$ cat src/rtl/thermal_seq_pkg.sv
package thermal_seq_pkg;

    typedef enum logic {
        SEQ_IDLE,
        SEQ_SLOT
    } seq_state_e;

    localparam logic [7:0] ADDR_TIMING = 8'h00;
    localparam logic [7:0] ADDR_ENABLE = 8'h04;
    localparam logic [7:0] ADDR_PERIOD = 8'h08;
    localparam logic [7:0] ADDR_IRQEN  = 8'h10;
    localparam logic [7:0] ADDR_STATUS = 8'h20;
    localparam logic [7:0] ADDR_AVG    = 8'h30;
    localparam logic [7:0] ADDR_DATA   = 8'hC0;

    localparam int PERIOD_W = 20;

    // log2 of the number of samples averaged per stored result
    function automatic logic [2:0] avg_shift(input logic avg_en, input logic [1:0] avg_type);
        return avg_en ? (3'd1 + {1'b0, avg_type}) : 3'd0;
    endfunction

endpackage

$ cat src/rtl/thermal_seq_timer.sv
module thermal_seq_timer
    import thermal_seq_pkg::*;
#(
    parameter int UNIT_CLKS = 4096
) (
    input  logic                clk,
    input  logic                rst_n,
    input  logic [PERIOD_W-1:0] period,
    input  logic [2:0]          shift,
    output logic                tick
);
    localparam int PRE_W = $clog2(UNIT_CLKS) + 5;

    typedef struct packed {
        logic [PRE_W-1:0]    pre;
        logic [PERIOD_W-1:0] units;
    } tmr_t;

    tmr_t tmr_d, tmr_q;
    logic [PRE_W-1:0] pre_lim;

    always_comb begin
        tmr_d   = tmr_q;
        tick    = 1'b0;
        pre_lim = (PRE_W'(UNIT_CLKS) << shift) - PRE_W'(1);
        if (tmr_q.pre >= pre_lim) begin
            tmr_d.pre = '0;
            if (tmr_q.units >= period) begin
                tmr_d.units = '0;
                tick        = 1'b1;
            end else begin
                tmr_d.units = tmr_q.units + PERIOD_W'(1);
            end
        end else begin
            tmr_d.pre = tmr_q.pre + PRE_W'(1);
        end
    end

    always_ff @(posedge clk or negedge rst_n) begin
        if (!rst_n) tmr_q <= '0;
        else        tmr_q <= tmr_d;
    end

endmodule

$ cat src/rtl/thermal_seq_sched.sv
module thermal_seq_sched
    import thermal_seq_pkg::*;
#(
    parameter int NCH = 4,
    parameter int DW  = 12,
    localparam int CW = (NCH > 1) ? $clog2(NCH) : 1
) (
    input  logic           clk,
    input  logic           rst_n,
    input  logic           start,
    input  logic [NCH-1:0] chan_en,
    input  logic [15:0]    acq_len,
    input  logic [15:0]    slot_len,
    input  logic [2:0]     shift,
    input  logic           raw_valid,
    input  logic [DW-1:0]  raw_data,
    output logic           conv_req,
    output logic [CW-1:0]  conv_chan,
    output logic           acq_busy,
    output logic           pub_valid,
    output logic [CW-1:0]  pub_chan,
    output logic [DW-1:0]  pub_data
);
    localparam int AW = DW + 4;

    typedef struct packed {
        seq_state_e    st;
        logic [CW-1:0] chan;
        logic [15:0]   cnt;
        logic [4:0]    idx;
        logic [AW-1:0] acc;
        logic          got;
    } seq_t;

    seq_t seq_d, seq_q;

    logic          first_hit, next_hit, take, slot_end;
    logic [CW-1:0] first_ch, next_ch;
    logic [AW-1:0] acc_n;

    // lowest enabled channel overall, and lowest enabled above the current one
    always_comb begin
        first_hit = 1'b0;
        first_ch  = '0;
        next_hit  = 1'b0;
        next_ch   = '0;
        for (int i = NCH - 1; i >= 0; i--) begin
            if (chan_en[i]) begin
                first_hit = 1'b1;
                first_ch  = CW'(i);
                if (i > int'(seq_q.chan)) begin
                    next_hit = 1'b1;
                    next_ch  = CW'(i);
                end
            end
        end
    end

    always_comb begin
        seq_d     = seq_q;
        pub_valid = 1'b0;
        pub_chan  = seq_q.chan;
        pub_data  = '0;
        conv_chan = seq_q.chan;
        acq_busy  = (seq_q.st == SEQ_SLOT) && (seq_q.cnt <= acq_len);
        conv_req  = (seq_q.st == SEQ_SLOT) && ({1'b0, seq_q.cnt} == ({1'b0, acq_len} + 17'd1));
        take      = (seq_q.st == SEQ_SLOT) && raw_valid && !seq_q.got && (seq_q.cnt > acq_len);
        acc_n     = seq_q.acc + (take ? AW'(raw_data) : AW'(0));
        slot_end  = seq_q.cnt >= slot_len;
        case (seq_q.st)
            SEQ_IDLE: begin
                if (start && first_hit) begin
                    seq_d.st   = SEQ_SLOT;
                    seq_d.chan = first_ch;
                    seq_d.cnt  = '0;
                    seq_d.idx  = '0;
                    seq_d.acc  = '0;
                    seq_d.got  = 1'b0;
                end
            end
            default: begin
                seq_d.acc = acc_n;
                seq_d.got = seq_q.got | take;
                if (slot_end) begin
                    seq_d.cnt = '0;
                    seq_d.got = 1'b0;
                    if ((seq_q.idx + 5'd1) == (5'd1 << shift)) begin
                        pub_valid = 1'b1;
                        pub_data  = DW'(acc_n >> shift);
                        seq_d.acc = '0;
                        seq_d.idx = '0;
                        if (next_hit) seq_d.chan = next_ch;
                        else          seq_d.st   = SEQ_IDLE;
                    end else begin
                        seq_d.idx = seq_q.idx + 5'd1;
                    end
                end else begin
                    seq_d.cnt = seq_q.cnt + 16'd1;
                end
            end
        endcase
    end

    always_ff @(posedge clk or negedge rst_n) begin
        if (!rst_n) seq_q <= '{st: SEQ_IDLE, default: '0};
        else        seq_q <= seq_d;
    end

endmodule

$ cat src/rtl/thermal_seq_regs.sv
module thermal_seq_regs
    import thermal_seq_pkg::*;
#(
    parameter int NCH = 4,
    parameter int DW  = 12,
    localparam int CW = (NCH > 1) ? $clog2(NCH) : 1
) (
    input  logic                clk,
    input  logic                rst_n,
    input  logic                we,
    input  logic [7:0]          addr,
    input  logic [31:0]         wdata,
    output logic [31:0]         rdata,
    input  logic                pub_valid,
    input  logic [CW-1:0]       pub_chan,
    input  logic [DW-1:0]       pub_data,
    output logic [15:0]         acq_len,
    output logic [15:0]         slot_len,
    output logic [NCH-1:0]      chan_en,
    output logic [PERIOD_W-1:0] period,
    output logic [2:0]          shift,
    output logic [NCH-1:0]      sts,
    output logic                irq
);
    typedef struct packed {
        logic [31:0]              timing;
        logic [NCH-1:0]           en;
        logic [PERIOD_W-1:0]      per;
        logic [NCH-1:0]           ien;
        logic [NCH-1:0]           sts;
        logic [2:0]               avg;
        logic [NCH-1:0][DW-1:0]   data;
    } reg_t;

    reg_t reg_d, reg_q;

    logic [7:0] doff;
    logic       is_data;

    always_comb begin
        reg_d = reg_q;
        if (we) begin
            case (addr)
                ADDR_TIMING: reg_d.timing = wdata;
                ADDR_ENABLE: reg_d.en     = wdata[NCH-1:0];
                ADDR_PERIOD: reg_d.per    = wdata[31:32-PERIOD_W];
                ADDR_IRQEN:  reg_d.ien    = wdata[NCH-1:0];
                ADDR_STATUS: reg_d.sts    = reg_q.sts & ~wdata[NCH-1:0];
                ADDR_AVG:    reg_d.avg    = wdata[2:0];
                default: ;
            endcase
        end
        // a new result wins over a clear in the same cycle
        if (pub_valid) begin
            reg_d.data[pub_chan] = pub_data;
            reg_d.sts[pub_chan]  = 1'b1;
        end
    end

    always_comb begin
        doff    = addr - ADDR_DATA;
        is_data = (addr >= ADDR_DATA) && (doff[1:0] == 2'b00) && (int'(doff[7:2]) < NCH);
        rdata   = '0;
        case (addr)
            ADDR_TIMING: rdata = reg_q.timing;
            ADDR_ENABLE: rdata = 32'(reg_q.en);
            ADDR_PERIOD: rdata = {reg_q.per, {(32-PERIOD_W){1'b0}}};
            ADDR_IRQEN:  rdata = 32'(reg_q.ien);
            ADDR_STATUS: rdata = 32'(reg_q.sts);
            ADDR_AVG:    rdata = 32'(reg_q.avg);
            default: if (is_data) rdata = 32'(reg_q.data[doff[CW+1:2]]);
        endcase
    end

    assign acq_len  = reg_q.timing[15:0];
    assign slot_len = reg_q.timing[31:16];
    assign chan_en  = reg_q.en;
    assign period   = reg_q.per;
    assign shift    = avg_shift(reg_q.avg[2], reg_q.avg[1:0]);
    assign sts      = reg_q.sts;
    assign irq      = |(reg_q.sts & reg_q.ien);

    always_ff @(posedge clk or negedge rst_n) begin
        if (!rst_n) begin
            reg_q        <= '0;
            reg_q.timing <= {16'd479, 16'd47};
            reg_q.per    <= PERIOD_W'(365);
            reg_q.avg    <= 3'b101;
        end else begin
            reg_q <= reg_d;
        end
    end

endmodule

$ cat src/rtl/thermal_seq.sv
module thermal_seq
    import thermal_seq_pkg::*;
#(
    parameter int NCH       = 4,
    parameter int DW        = 12,
    parameter int UNIT_CLKS = 4096,
    localparam int CW       = (NCH > 1) ? $clog2(NCH) : 1
) (
    input  logic          clk,
    input  logic          rst_n,
    input  logic          reg_we,
    input  logic [7:0]    reg_addr,
    input  logic [31:0]   reg_wdata,
    output logic [31:0]   reg_rdata,
    input  logic          raw_valid,
    input  logic [DW-1:0] raw_data,
    output logic          conv_req,
    output logic [CW-1:0] conv_chan,
    output logic          acq_busy,
    output logic          irq
);
    logic [15:0]         acq_len, slot_len;
    logic [NCH-1:0]      chan_en, sts_q;
    logic [PERIOD_W-1:0] period;
    logic [2:0]          shift;
    logic                tick, pub_valid;
    logic [CW-1:0]       pub_chan;
    logic [DW-1:0]       pub_data;

    thermal_seq_regs #(.NCH(NCH), .DW(DW)) u_regs (
        .clk(clk), .rst_n(rst_n), .we(reg_we), .addr(reg_addr), .wdata(reg_wdata),
        .rdata(reg_rdata), .pub_valid(pub_valid), .pub_chan(pub_chan), .pub_data(pub_data),
        .acq_len(acq_len), .slot_len(slot_len), .chan_en(chan_en), .period(period),
        .shift(shift), .sts(sts_q), .irq(irq)
    );

    thermal_seq_timer #(.UNIT_CLKS(UNIT_CLKS)) u_timer (
        .clk(clk), .rst_n(rst_n), .period(period), .shift(shift), .tick(tick)
    );

    thermal_seq_sched #(.NCH(NCH), .DW(DW)) u_sched (
        .clk(clk), .rst_n(rst_n), .start(tick), .chan_en(chan_en), .acq_len(acq_len),
        .slot_len(slot_len), .shift(shift), .raw_valid(raw_valid), .raw_data(raw_data),
        .conv_req(conv_req), .conv_chan(conv_chan), .acq_busy(acq_busy),
        .pub_valid(pub_valid), .pub_chan(pub_chan), .pub_data(pub_data)
    );

endmodule

$ cat config.mk
export PLATFORM = sky130hd
export DESIGN_NAME = thermal_seq
export DESIGN_NICKNAME = d
export VERILOG_FILES = /design/src/rtl/thermal_seq_pkg.sv /design/src/rtl/thermal_seq_timer.sv /design/src/rtl/thermal_seq_sched.sv /design/src/rtl/thermal_seq_regs.sv /design/src/rtl/thermal_seq.sv
export SDC_FILE = /design/constraint.sdc
export NUM_CORES = 1
export LEC_CHECK = 0
export ABC_AREA = 1
export BUFFER_PORTS_ARGS = -buffer_cell sky130_fd_sc_hd__buf_4
export CAP_MARGIN = 10
export CORE_UTILIZATION = 42
export CTS_BUF_LIST = sky130_fd_sc_hd__clkbuf_8
export DETAILED_ROUTE_END_ITERATION = 7
export PLACE_DENSITY = 0.61
export REMOVE_ABC_BUFFERS = 1
export SYNTH_ARGS = -nofsm -noshare
export SYNTH_HDL_FRONTEND = slang
export SYNTH_SLANG_ARGS = --single-unit
$ cat constraint.sdc
create_clock -name clk -period 8.25 [get_ports clk]
set_clock_uncertainty 0.05 [all_clocks]
set_input_delay 0.825 -clock clk [delete_from_list [all_inputs] [get_ports clk]]
set_output_delay 0.825 -clock clk [all_outputs]
set_load 0.005 [all_outputs]
# Yosys cells after proc, flatten, opt, wreduce, memory -nomap -nowiden
# Index checks and enable logic that the tools add are counted.
dict set report totals {
  register_bits 193
  inputBits 56
  out_inout_bits 37
  word_cells 134
}
dict set report op_classes {
  addsub 9
  n_lt_le_gt_ge 13
  eq_ne 10
  n_shift 3
  n_mux 55
  bitwise_logic 5
  reduce_logical 21
}
# cell count
set ops {}
lappend ops {{32-bit one-hot mux with 6 select lines} 1}
lappend ops {{12-bit two-way mux} 7}
lappend ops {{41-bit two-way mux} 2}
lappend ops {{48-bit bitwise mux} 1}
lappend ops {{16-bit two-way mux} 2}
lappend ops {{12-bit binary-select mux with 2-bit select} 1}
lappend ops {{12-bit demux with 2-bit select} 1}
lappend ops {{2-bit two-way mux} 11}
lappend ops {{22-bit two-way mux} 1}
lappend ops {{20-bit by 1-bit adder with 20-bit output (second input constant)} 1}
lappend ops {{20-bit >= comparator} 1}
lappend ops {{20-bit two-way mux} 1}
lappend ops {{16-bit by 1-bit adder with 17-bit output (second input constant)} 1}
lappend ops {{17-bit by 1-bit adder with 17-bit output (second input constant)} 1}
lappend ops {{16-bit by 17-bit == test with 1-bit output} 1}
lappend ops {{17-bit >= comparator} 1}
lappend ops {{1-bit two-way mux} 17}
lappend ops {{17-bit two-way mux} 1}
lappend ops {{13-bit by 3-bit << shifter with 17-bit output (first input constant)} 1}
lappend ops {{17-bit by 2-bit subtractor with 17-bit output (second input constant)} 1}
lappend ops {{16-bit by 1-bit adder with 16-bit output (second input constant)} 1}
lappend ops {{16-bit adder} 1}
lappend ops {{8-bit by 6-bit == test with 1-bit output (second input constant)} 2}
lappend ops {{16-bit >= comparator} 1}
lappend ops {{35 further kinds} 57}

# Logic depth before layout (Yosys ltp)
# Gate-level depths: netlist of run 1.
dict set report depth {
  ltp_word 11
  depth_mapped 28
  ltp_nobuf 27
}

# Modules after synthesis
# A second synthesis of run 1 with hierarchy kept.
dict set report hier_totals {
  hier_cells 1997
  hier_area_um2 13887.1
}
# module instances cells_each area_each_um2 seq_area_each_um2
set modules_own_cells {}
lappend modules_own_cells {thermal_seq_regs 1 760 5914.4 2904.0}
lappend modules_own_cells {thermal_seq_sched 1 817 5024.8 1026.0}
lappend modules_own_cells {thermal_seq_timer 1 420 2947.8 925.9}

# Worst setup path after synthesis of run 1
# OpenSTA, ideal clock, no wires.
dict set report synth_timing {
  kind {register to register}
  from {reg u_regs.reg_q[86], in the netlist u_regs.acq_len[3]}
  to {reg u_regs.reg_q[11]}
  setup_time_ps 126
  arrival_time_ps 3454
  t_required_ps 8074
  path_slack_ps 4620
  stages_incl_launch_ff 26
  n_path_buf 1
  synth_period_minus_slack_ps 3630
  path_cell_list {dfstp_2 -> inv_1 -> ha_1 -> a21oi_1 -> o21ai_0 -> nand2_1 -> o211ai_1 -> nand2_1 -> nand2_1 -> o21ai_0 -> inv_1 -> nand2_1 -> clkbuf_1 -> nor2_1 -> ha_1 -> fa_1 -> nand3_1 -> nand3_1 -> nand3_1 -> nand3_1 -> nand2_1 -> nand3_1 -> nand3_1 -> nand3_1 -> nand3_1 -> o21ai_0}
}
dict set report synth_via {
  elab_chain_cells 9
}
# item line
set synth_rtl {}
lappend synth_rtl {{start: declaration} thermal_seq_regs.sv:35} ;# reg_t reg_d, reg_q;
lappend synth_rtl {{start signal: assignment} thermal_seq_regs.sv:90} ;# reg_q <= reg_d;
lappend synth_rtl {{16-bit greater-than comparator} thermal_seq_sched.sv:67} ;# take = (seq_q.st == SEQ_SLOT) && raw_valid && !seq_q.got && (seq_q.cnt > acq_len);
lappend synth_rtl {{1-bit logical AND} thermal_seq_sched.sv:67}
lappend synth_rtl {{12-bit two-way mux} thermal_seq_sched.sv:68} ;# acc_n = seq_q.acc + (take ? AW'(raw_data) : AW'(0));
lappend synth_rtl {{16-bit adder} thermal_seq_sched.sv:68}
lappend synth_rtl {{16-bit by 3-bit right shift with 12-bit output} thermal_seq_sched.sv:89} ;# pub_data = DW'(acc_n >> shift);
lappend synth_rtl {{12-bit two-way mux} thermal_seq_sched.sv:87} ;# if ((seq_q.idx + 5'd1) == (5'd1 << shift)) begin
lappend synth_rtl {{12-bit two-way mux} thermal_seq_sched.sv:84} ;# if (slot_end) begin
lappend synth_rtl {{12-bit two-way mux} thermal_seq_sched.sv:70} ;# case (seq_q.st)
lappend synth_rtl {{48-bit bitwise mux} thermal_seq_regs.sv:55} ;# reg_d.data[pub_chan] = pub_data;
# No other way between the ends.
# A chain may end at the register's enable or synchronous reset.

# Final worst setup path of run 1
dict set report layout_timing {
  from {reg u_regs.reg_q[48]}
  to {reg u_sched.seq_q[5] in the netlist's numbering}
}
dict set report layout_via {
  elab_chain_cells 8
  elab_cells_between_ends 13
  cone_classes {add/sub (2); order compare (1); eq/ne (1); shift (2); mux (5); reduce/logical (2)}
}
# item line
set layout_rtl {}
lappend layout_rtl {{1-bit by 2-bit adder with 3-bit output *} thermal_seq_pkg.sv:20} ;# return avg_en ? (3'd1 + {1'b0, avg_type}) : 3'd0;
lappend layout_rtl {{3-bit two-way mux *} thermal_seq_pkg.sv:20}
lappend layout_rtl {{13-bit by 3-bit << shifter with 17-bit output} thermal_seq_timer.sv:25} ;# pre_lim = (PRE_W'(UNIT_CLKS) << shift) - PRE_W'(1);
lappend layout_rtl {{17-bit by 2-bit subtractor with 17-bit output} thermal_seq_timer.sv:25}
lappend layout_rtl {{17-bit >= comparator} thermal_seq_timer.sv:26} ;# if (tmr_q.pre >= pre_lim) begin
lappend layout_rtl {{1-bit two-way mux} thermal_seq_timer.sv:26}
lappend layout_rtl {{1-bit logical AND} thermal_seq_sched.sv:72} ;# if (start && first_hit) begin
lappend layout_rtl {{2-bit nonzero test (no source line)} -}
lappend layout_rtl {{end signal: assignment} thermal_seq_sched.sv:106} ;# else seq_q <= seq_d;
lappend layout_rtl {{end: declaration} thermal_seq_sched.sv:35} ;# seq_t seq_d, seq_q;
# Mark *: on every way between the ends. The rest lies on a longest branch, timed or not. The select of a mux whose other input is x is not followed.

==> results of run 1 <==
-- cell usage in the layout (no fill, tap or decap), types with 4 or more instances in the layout --
cell type  synthesis  layout
o211ai_1           4       4
inv_2             10      10
clkbuf_8           0      18
nor2_4             4       4
inv_1            232     232
o31ai_1            9       9
nand4_1           45      45
dfstp_2           21      21
nand2_2            4       5
inv_8              0       4
nor2_1           117     117
a22oi_1            8       8
nor4_1            11      11
o221ai_1           4       4
nor2_2             5       5
o22ai_1           27      27
and2_1             4       4
xnor2_1           13      13
nand3_1          137     137
xor2_1            36      36
nand3b_1           4       4
dfrtp_1          172     172
inv_6              0       4
nand2_1          430     429
ha_1              76      76
a21oi_1           81      81
o21ai_0          150     150
nor3_1            35      35
buf_4              6      94
-- registers in the layout, summed over array words and instances (netlist names) --
name	flops
u_regs.period	20
u_regs.reg_q	55
u_timer.tmr_q	37
u_regs.chan_en	4
u_regs.acq_len	16
u_sched.seq_q	39
u_sched.conv_chan	2
u_regs.sts	4
u_regs.slot_len	16
-- metal layers --
| metal | up-vias | GRT usage | part of all wire |
|---|---|---|---|
| met4 | 0 | 0.0620 | 0.017 |
| met5 | - | 0 | 0 |
| met3 | 36 | 0.0352 | 0.043 |
| met2 | 280 | 0.426 | 0.50 |
| li1 | 5788 | - | - |
| met1 | 5640 | 0.314 | 0.44 |
-- how the worst min path moves through the flow --
stage,depth (start not counted),endpoint,startpoint,slack [ps]
after floorplan,1,u_timer.tmr_q[20],u_timer.tmr_q[20],380
after global placement,1,u_timer.tmr_q[20],u_timer.tmr_q[20],410
after detailed placement,2,u_regs.reg_q[35],u_regs.reg_q[35],410
after CTS,1,u_timer.tmr_q[20],u_timer.tmr_q[20],430
after global routing,1,u_timer.tmr_q[20],u_timer.tmr_q[20],450
final,1,u_sched.seq_q[9],rst_n,360
-- cell usage after synthesis, types with 2 or more instances --
cell         n
nor2_1     117
and2_1       4
buf_4        6
a21oi_1     81
o22ai_1     27
nand3_1    137
o31ai_1      9
nand2_2      4
nor4_1      11
inv_1      232
nor3b_1      3
a221oi_1     2
a31oi_1      2
nand3b_1     4
xnor2_1     13
nor3_1      35
dfstp_2     21
clkbuf_1    29
nand2_1    430
o221ai_1     4
nand4_1     45
o21a_1       3
nor2_2       5
dfrtp_1    172
a21o_1       2
xor2_1      36
inv_2       10
o2111ai_1    3
o211ai_1     4
clkinv_1     2
ha_1        76
nor2_4       4
a22oi_1      8
buf_6        2
buf_2        9
o21ai_0    150
-- worst max-delay path: cells and delay by family, from the launching register on --
family,cells,cell delay (ps)
simple gates,9,2410
buf+inv,3,900
fa+ha+maj,3,690
compound gates,2,210
flops,1,570
xor+xnor,1,160
-- power groups by stage --
stage / clock network (W) / logic [W] / registers [W]
2_1_floorplan: 0 / 0.000100 / 0.000992
3_3_place_gp: 0 / 0.000188 / 0.000995
3_5_place_dp: 0 / 0.000191 / 0.000996
4_1_cts: 0.000696 / 0.000192 / 0.000978
5_1_grt: 0.000732 / 0.000214 / 0.000980
6_report: 0.000687 / 0.000189 / 0.000978
-- layout make-up --
type / instances / area, um2 / share of cell area
Sequential cell: 193 / 4860 / 0.348
Clock inverter: 15 / 184 / 0.0132
Timing Repair Buffer: 96 / 739 / 0.0530
Tap cell: 384 / 480 / 0.0344
Multi-Input combinational cell: 1229 / 6550 / 0.469
Inverter: 244 / 916 / 0.0656
Clock buffer: 17 / 234 / 0.0168
-- metrics by stage --
stage / setup WS [ps] / hold WS, ps / utilization / cells
floorplan: 4320 / 383 / - / 1666
global placement: 3350 / 406 / 0.466 / 2145
detailed placement: 3200 / 411 / 0.466 / 2145
CTS: 3190 / 427 / 0.480 / 2177
global route: 2630 / 447 / 0.481 / 2178
finish: 3130 / 362 / 0.481 / 2178
-- cells by family after synthesis --
logic type | share of synthesized area
and+or+nand+nor | 0.278
AOI/OAI and AO/OA | 0.132
buffers and inverters | 0.0910
DFF | 0.387
adders and majority gates | 0.0774
xor gates and xnor gates | 0.0342
==> results by group, run 1 <==
Synth
  • Count of state elements after synthesis: slightly below 200
  • Yosys top cell by area: dfrtp_1
  • Ranking of synthesized cells by area: dfrtp_1, nand2_1, ha_1
  • Synth Cell Area: 12,500 um2
  • FFs w/ async S/R, synth: 1.00
  • EDFF count, synth: 0
  • Mapped Cells: ~1.7k
  • Post-synthesis sequential area ratio: 0.387
  • Yosys warning total: 0
  • Top FF cell, synth: dfrtp_1
  • Share of the synthesized area in the top cell type: 0.343
  • Post-synthesis cell type count: 47
  • Syn Area/Cell: roughly 7.3 um2

Worst hold path
  • Worst min path class: in2async

Clocking
  • Clock Sinks: roughly 190
  • TritonCTS buffer count: 17
  • Root buffer cell: clkbuf_8
  • CTS tree: built
  • Cts repair resizes: 0
  • H-tree Lvls: 4
  • Clock slew at reported path FFs: 120 ps
  • Cts hold-fix bufs: 0
  • Clk_lat worst skew: between 500 and 600 ps
  • Clock buffer depth: 2
  • # Post-CTS Setup Buffers: 0

Floorplanning
  • Cell row count: 62
  • Core footprint: 29,000 um2
  • Initial core utilization: 0.432
  • Ports: 93
  • Die Wd: approximately 170 um
  • DIE HEIGHT: between 150 and 200 um
  • Die Area: about 31,000 um2

STA
  • Fin crit share: 0.620
  • RSZ-0062 raised after global routing: no
  • Setup TNS: 0 ps
  • Worst rel slew slack: 0.238
  • Tmin final: about 5100 ps
  • Final setup viols: 0
  • Fmax: around 0.2 GHz
  • Worst slew pin tran: ~1100 ps
  • Pins Over Slew Limit: 0
  • Hold Fails Final Rpt: 0

Setup path
  • CP max FO: 30
  • R2R depth: 18
  • FF-to-FF End: u_sched.seq_q[5]
  • Worst setup endpoint: u_sched.seq_q[5]
  • Max incr delay on CP: roughly 700 ps
  • Crit path launch type: flop
  • Crit path from: u_regs.reg_q[48]
  • CP most frequent cell: nand2_1
  • Setup crit end kind: flop
  • Worst reg2reg startpoint: u_regs.reg_q[48]
  • Flop2flop setup slack: ~3100 ps
  • Crit path kind: reg2reg
  • Arr. time, crit path: roughly 5500 ps
  • Required @ worst endpoint: 8590 ps
  • Worst path cell trace: ha_1, nand2_2, inv_2, nor2_2, inv_2, ha_1, o21ai_0, xnor2_1, ha_1, nand4_1, nor3b_1, nand2_1, nand2_1, nand3_1, nand2_1, inv_1, nand2_1, o31ai_1
  • Slowest cell on crit path: nand2_1

Power and ir drop
  • Clk pwr share: 0.370
  • Comb pwr share: 0.102
  • Leak Pwr: 6.70 nW
  • Seq pwr share: 0.528
  • Worst ir drop on vdd: between 0.1 and 0.15 mV
  • Overall power: between 0.0015 and 0.002 W
  • Internal power: around 0.0013 W
  • Pwr Density: 133 nW/um2
  • Sw frac: 0.307
  • Net Sw Power: between 0.0005 and 0.0006 W

Layout
  • Fill count: ~3.0k
  • Area added between synthesis and finish: 11.3%
  • ANT cells: 0
  • Share of post-route cells with drive strength above 1: 0.0992
  • Post-Layout Inst Area: about 14,000 um2
  • Final layout net count: about 1.9k

Run status
  • Status: complete, no violations

Routing
  • WL per Instance: between 15 and 20 um
  • DRC: 0
  • Routed WL: 36,000 um
  • Pre-antenna DRT Iters: 6
  • Detailed-route via count: around 12k
  • Initial drt markers: 979
  • Final ANT Viol Nets: 0
  • Avg Vias per Cell: 5.39

Global route
  • Total track usage: 0.244
  • Largest net degree at the start of global routing: 120
  • Number of global-route vias before repair: between 10k and 15k
  • First-pass GRT wire length: roughly 59,000 um
  • Initial antenna violation count: 0
  • Gr ovfl total: 0

Placed design
  • Hpwl dp: approximately 27,000 um
  • RePlAce Congestion: around 0.90
  • # port buffers: 92
  • Area after DPL: 13,500 um2

Flow run
  • Max_cap viols: 0
Power figures use the tool's default switching activity.
==> run 2, diff against run 1 <==
--- a/config.mk
+++ b/config.mk
@@ -11,7 +11,7 @@
 export CORE_UTILIZATION = 42
 export CTS_BUF_LIST = sky130_fd_sc_hd__clkbuf_8
 export DETAILED_ROUTE_END_ITERATION = 7
-export PLACE_DENSITY = 0.61
+export PLACE_DENSITY = 0.63
 export REMOVE_ABC_BUFFERS = 1
 export SYNTH_ARGS = -nofsm -noshare
 export SYNTH_HDL_FRONTEND = slang
==> constraint.sdc (replaced) <==
create_clock -name clk -period 4.2 [get_ports clk]
set_clock_uncertainty 0.05 [all_clocks]
set_input_delay 0.42 -clock clk [delete_from_list [all_inputs] [get_ports clk]]
set_output_delay 0.42 -clock clk [all_outputs]
set_load 0.005 [all_outputs]
==> run 2 against run 1 <==
Hold slack worse by 410 ps. Global-route usage up 0.17 points. Largest power group unchanged. Largest cell class unchanged. Total power up 95%. The flow now finishes with violations (negative hold slack). Sequential share of layout area down 0.99 points. Die area unchanged. Flip-flop and latch count unchanged.
==> results by group, run 2 (synthesis results as in run 1) <==
Run status
  • Status: finished with violations
  • Failing checks: negative hold slack

Clocking
  • CTS tree: built
  • Clock Sinks: ~190
  • Cts hold-fix bufs: 0
  • Root buffer cell: clkbuf_8
  • Clock slew at reported path FFs: about 120 ps
  • Clock buffer depth: 2
  • H-tree Lvls: 4
  • Clk_lat worst skew: between 400 and 500 ps
  • TritonCTS buffer count: 17

STA
  • Hold Slack: -51.1 ps
  • Pins Over Slew Limit: 0
  • Fin crit share: 0.930
  • Worst slew pin tran: ~960 ps
  • Setup TNS: 0 ps
  • Hold Fails Final Rpt: 13
  • Final setup viols: 0
  • Worst setup margin: approximately 290 ps
  • Worst rel slew slack: 0.363
  • Tmin final: slightly below 4000 ps
  • RSZ-0062 raised after global routing: yes
  • Fmax: around 0.26 GHz

Layout
  • Fill count: 2,956
  • Share of post-route cells with drive strength above 1: 0.138
  • Most flops, register: u_regs.reg_q
  • Commonest cells after routing, fill and taps aside: nand2_1, inv_1, dfrtp_1, o21ai_0, buf_4
  • Commonest non-fill, non-tap cell in the layout: nand2_1
  • Final layout net count: between 1.5k and 2k
  • Non-filler cells, final: roughly 2.2k
  • Post-Layout Inst Area: between 10,000 and 15,000 um2
  • Area added between synthesis and finish: 14.6%
  • Largest registers: u_regs.reg_q (55), u_sched.seq_q (39), u_timer.tmr_q (37)
  • ANT cells: 0
  • Register Area: 4860 um2
  • Largest register FFs: 55
  • Multi-input gate area: about 6700 um2

Power and ir drop
  • Sw frac: 0.297
  • Seq pwr share: 0.531
  • Clk pwr share: 0.363
  • Worst ir drop on vdd: between 0.15 and 0.2 mV
  • Internal power: about 0.0025 W
  • Leak Pwr: 6.92 nW
  • Pwr Density: 251 nW/um2
  • Comb pwr share: 0.105
  • Net Sw Power: 0.00107 W

Routing
  • WL per Instance: approximately 17 um
  • Pre-antenna DRT Iters: 5
  • Final ANT Viol Nets: 0
  • Routed WL: approximately 37,000 um
  • Avg Vias per Cell: ~5.4
  • Detailed-route via count: 11.8k
  • DRC: 0
  • Initial drt markers: ~1.1k

Placed design
  • RePlAce Congestion: roughly 0.93
  • Placed Cells: approximately 2.2k
  • Pre-CTS setup slack: 122 ps
  • Hpwl dp: about 27,000 um
  • Area after DPL: roughly 14,000 um2
  • # port buffers: between 90 and 100

Floorplanning
  • DIE HEIGHT: 175 um
  • Die Wd: ~170 um
  • Cell row count: 62
  • Initial core utilization: 0.432
  • Core footprint: 29,000 um2
  • Ports: 93
  • Die Area: ~31,000 um2

Setup path
  • Worst path cell trace: inv_1, ha_1, nand2_1, inv_1, nand3_1, nor3_1, nand4_1, o21ai_0, inv_1, nand2_2, buf_8, nor2_1, ha_1, nand2_2, inv_1, a21oi_2, nand2_1, xnor2_2, nand2_1, nand3_1, nand3_2, nand4_1, nand2_1
  • Setup crit end kind: flop
  • Buf/Inv on CP: 5
  • Crit path kind: reg2reg
  • Required @ worst endpoint: roughly 4500 ps
  • CP max FO: 10
  • Crit path launch type: flop
  • Max incr delay on CP: between 400 and 500 ps
  • Slowest cell on crit path: dfrtp_1
  • Arr. time, crit path: around 4200 ps
  • Worst path top cell family by delay: simple AND/OR/NAND/NOR gates

Worst hold path
  • Worst min path class: in2async

Global route
  • Total track usage: 0.245
  • Initial antenna violation count: 0
  • Number of global-route vias before repair: about 11k
  • First-pass GRT wire length: approximately 59,000 um
  • Largest net degree at the start of global routing: ~110
  • Gr ovfl total: 0

Flow run
  • Max_cap viols: 0
## run 2: changes by cell type in the layout (fill, tap and decap cells not counted), moves of 9 or more
cell     before  now
buf_4        94  127
nand2_1     429  419
nand2_2       5   14
nand3_1     137  122
nand3_2       1   16
## run 2: path summary, 6_finish.rpt
path,from,end,slack (ps),cells after the start
max reg2reg,u_regs.acq_len[15],u_regs.reg_q[31],290,23
min in group clk,reg_wdata[17],u_regs.slot_len[1],120,3
min reg2reg,u_timer.tmr_q[20],u_timer.tmr_q[20],410,1
min,rst_n,u_sched.seq_q[10],-50,1
max,u_regs.acq_len[15],u_regs.reg_q[31],290,23
max in group asynchronous,rst_n,u_regs.reg_q[46],3250,2
## run 2: per-stage QoR
step,utilization,power [W]
floorplan,-,0.00215
global placement,0.474,0.00233
detailed placement,0.474,0.00233
CTS,0.488,0.00363
global route,0.495,0.00376
finish,0.495,0.00361
## run 2: layout make-up
type | count | area share
timing repair buffer | 130 | 0.0698
tap | 384 | 0.0334
multi-input combinational | 1229 | 0.466
clock buffer | 18 | 0.0172
sequential | 193 | 0.338
inverter | 244 | 0.0640
clock inverter | 14 | 0.0113
## run 2: layer usage
| metal | routed length, um | global-route usage | up-vias |
|---|---|---|---|
| met5 | 0 | 0 | - |
| met4 | 772 | 0.0714 | 0 |
| met3 | 1580 | 0.0279 | 56 |
| met2 | 17900 | 0.421 | 320 |
| met1 | 16300 | 0.325 | 5608 |
| li1 | - | - | 5857 |
## run 2: timing repair
item | in CTS | in global routing
resized for setup | 0 | 44
setup endpoints to repair | 0 | 50
buffers inserted | 0 | 5
endpoints found under the hold margin | 0 | 0
## run 2: power groups by stage
stage	logic [W]	registers [W]	clock network [W]
floorplan	0.000197	0.00195	0
global placement	0.000376	0.00195	0
detailed placement	0.000379	0.00195	0
CTS	0.000381	0.00192	0.00133
global route	0.000431	0.00192	0.00140
finish	0.000381	0.00192	0.00131
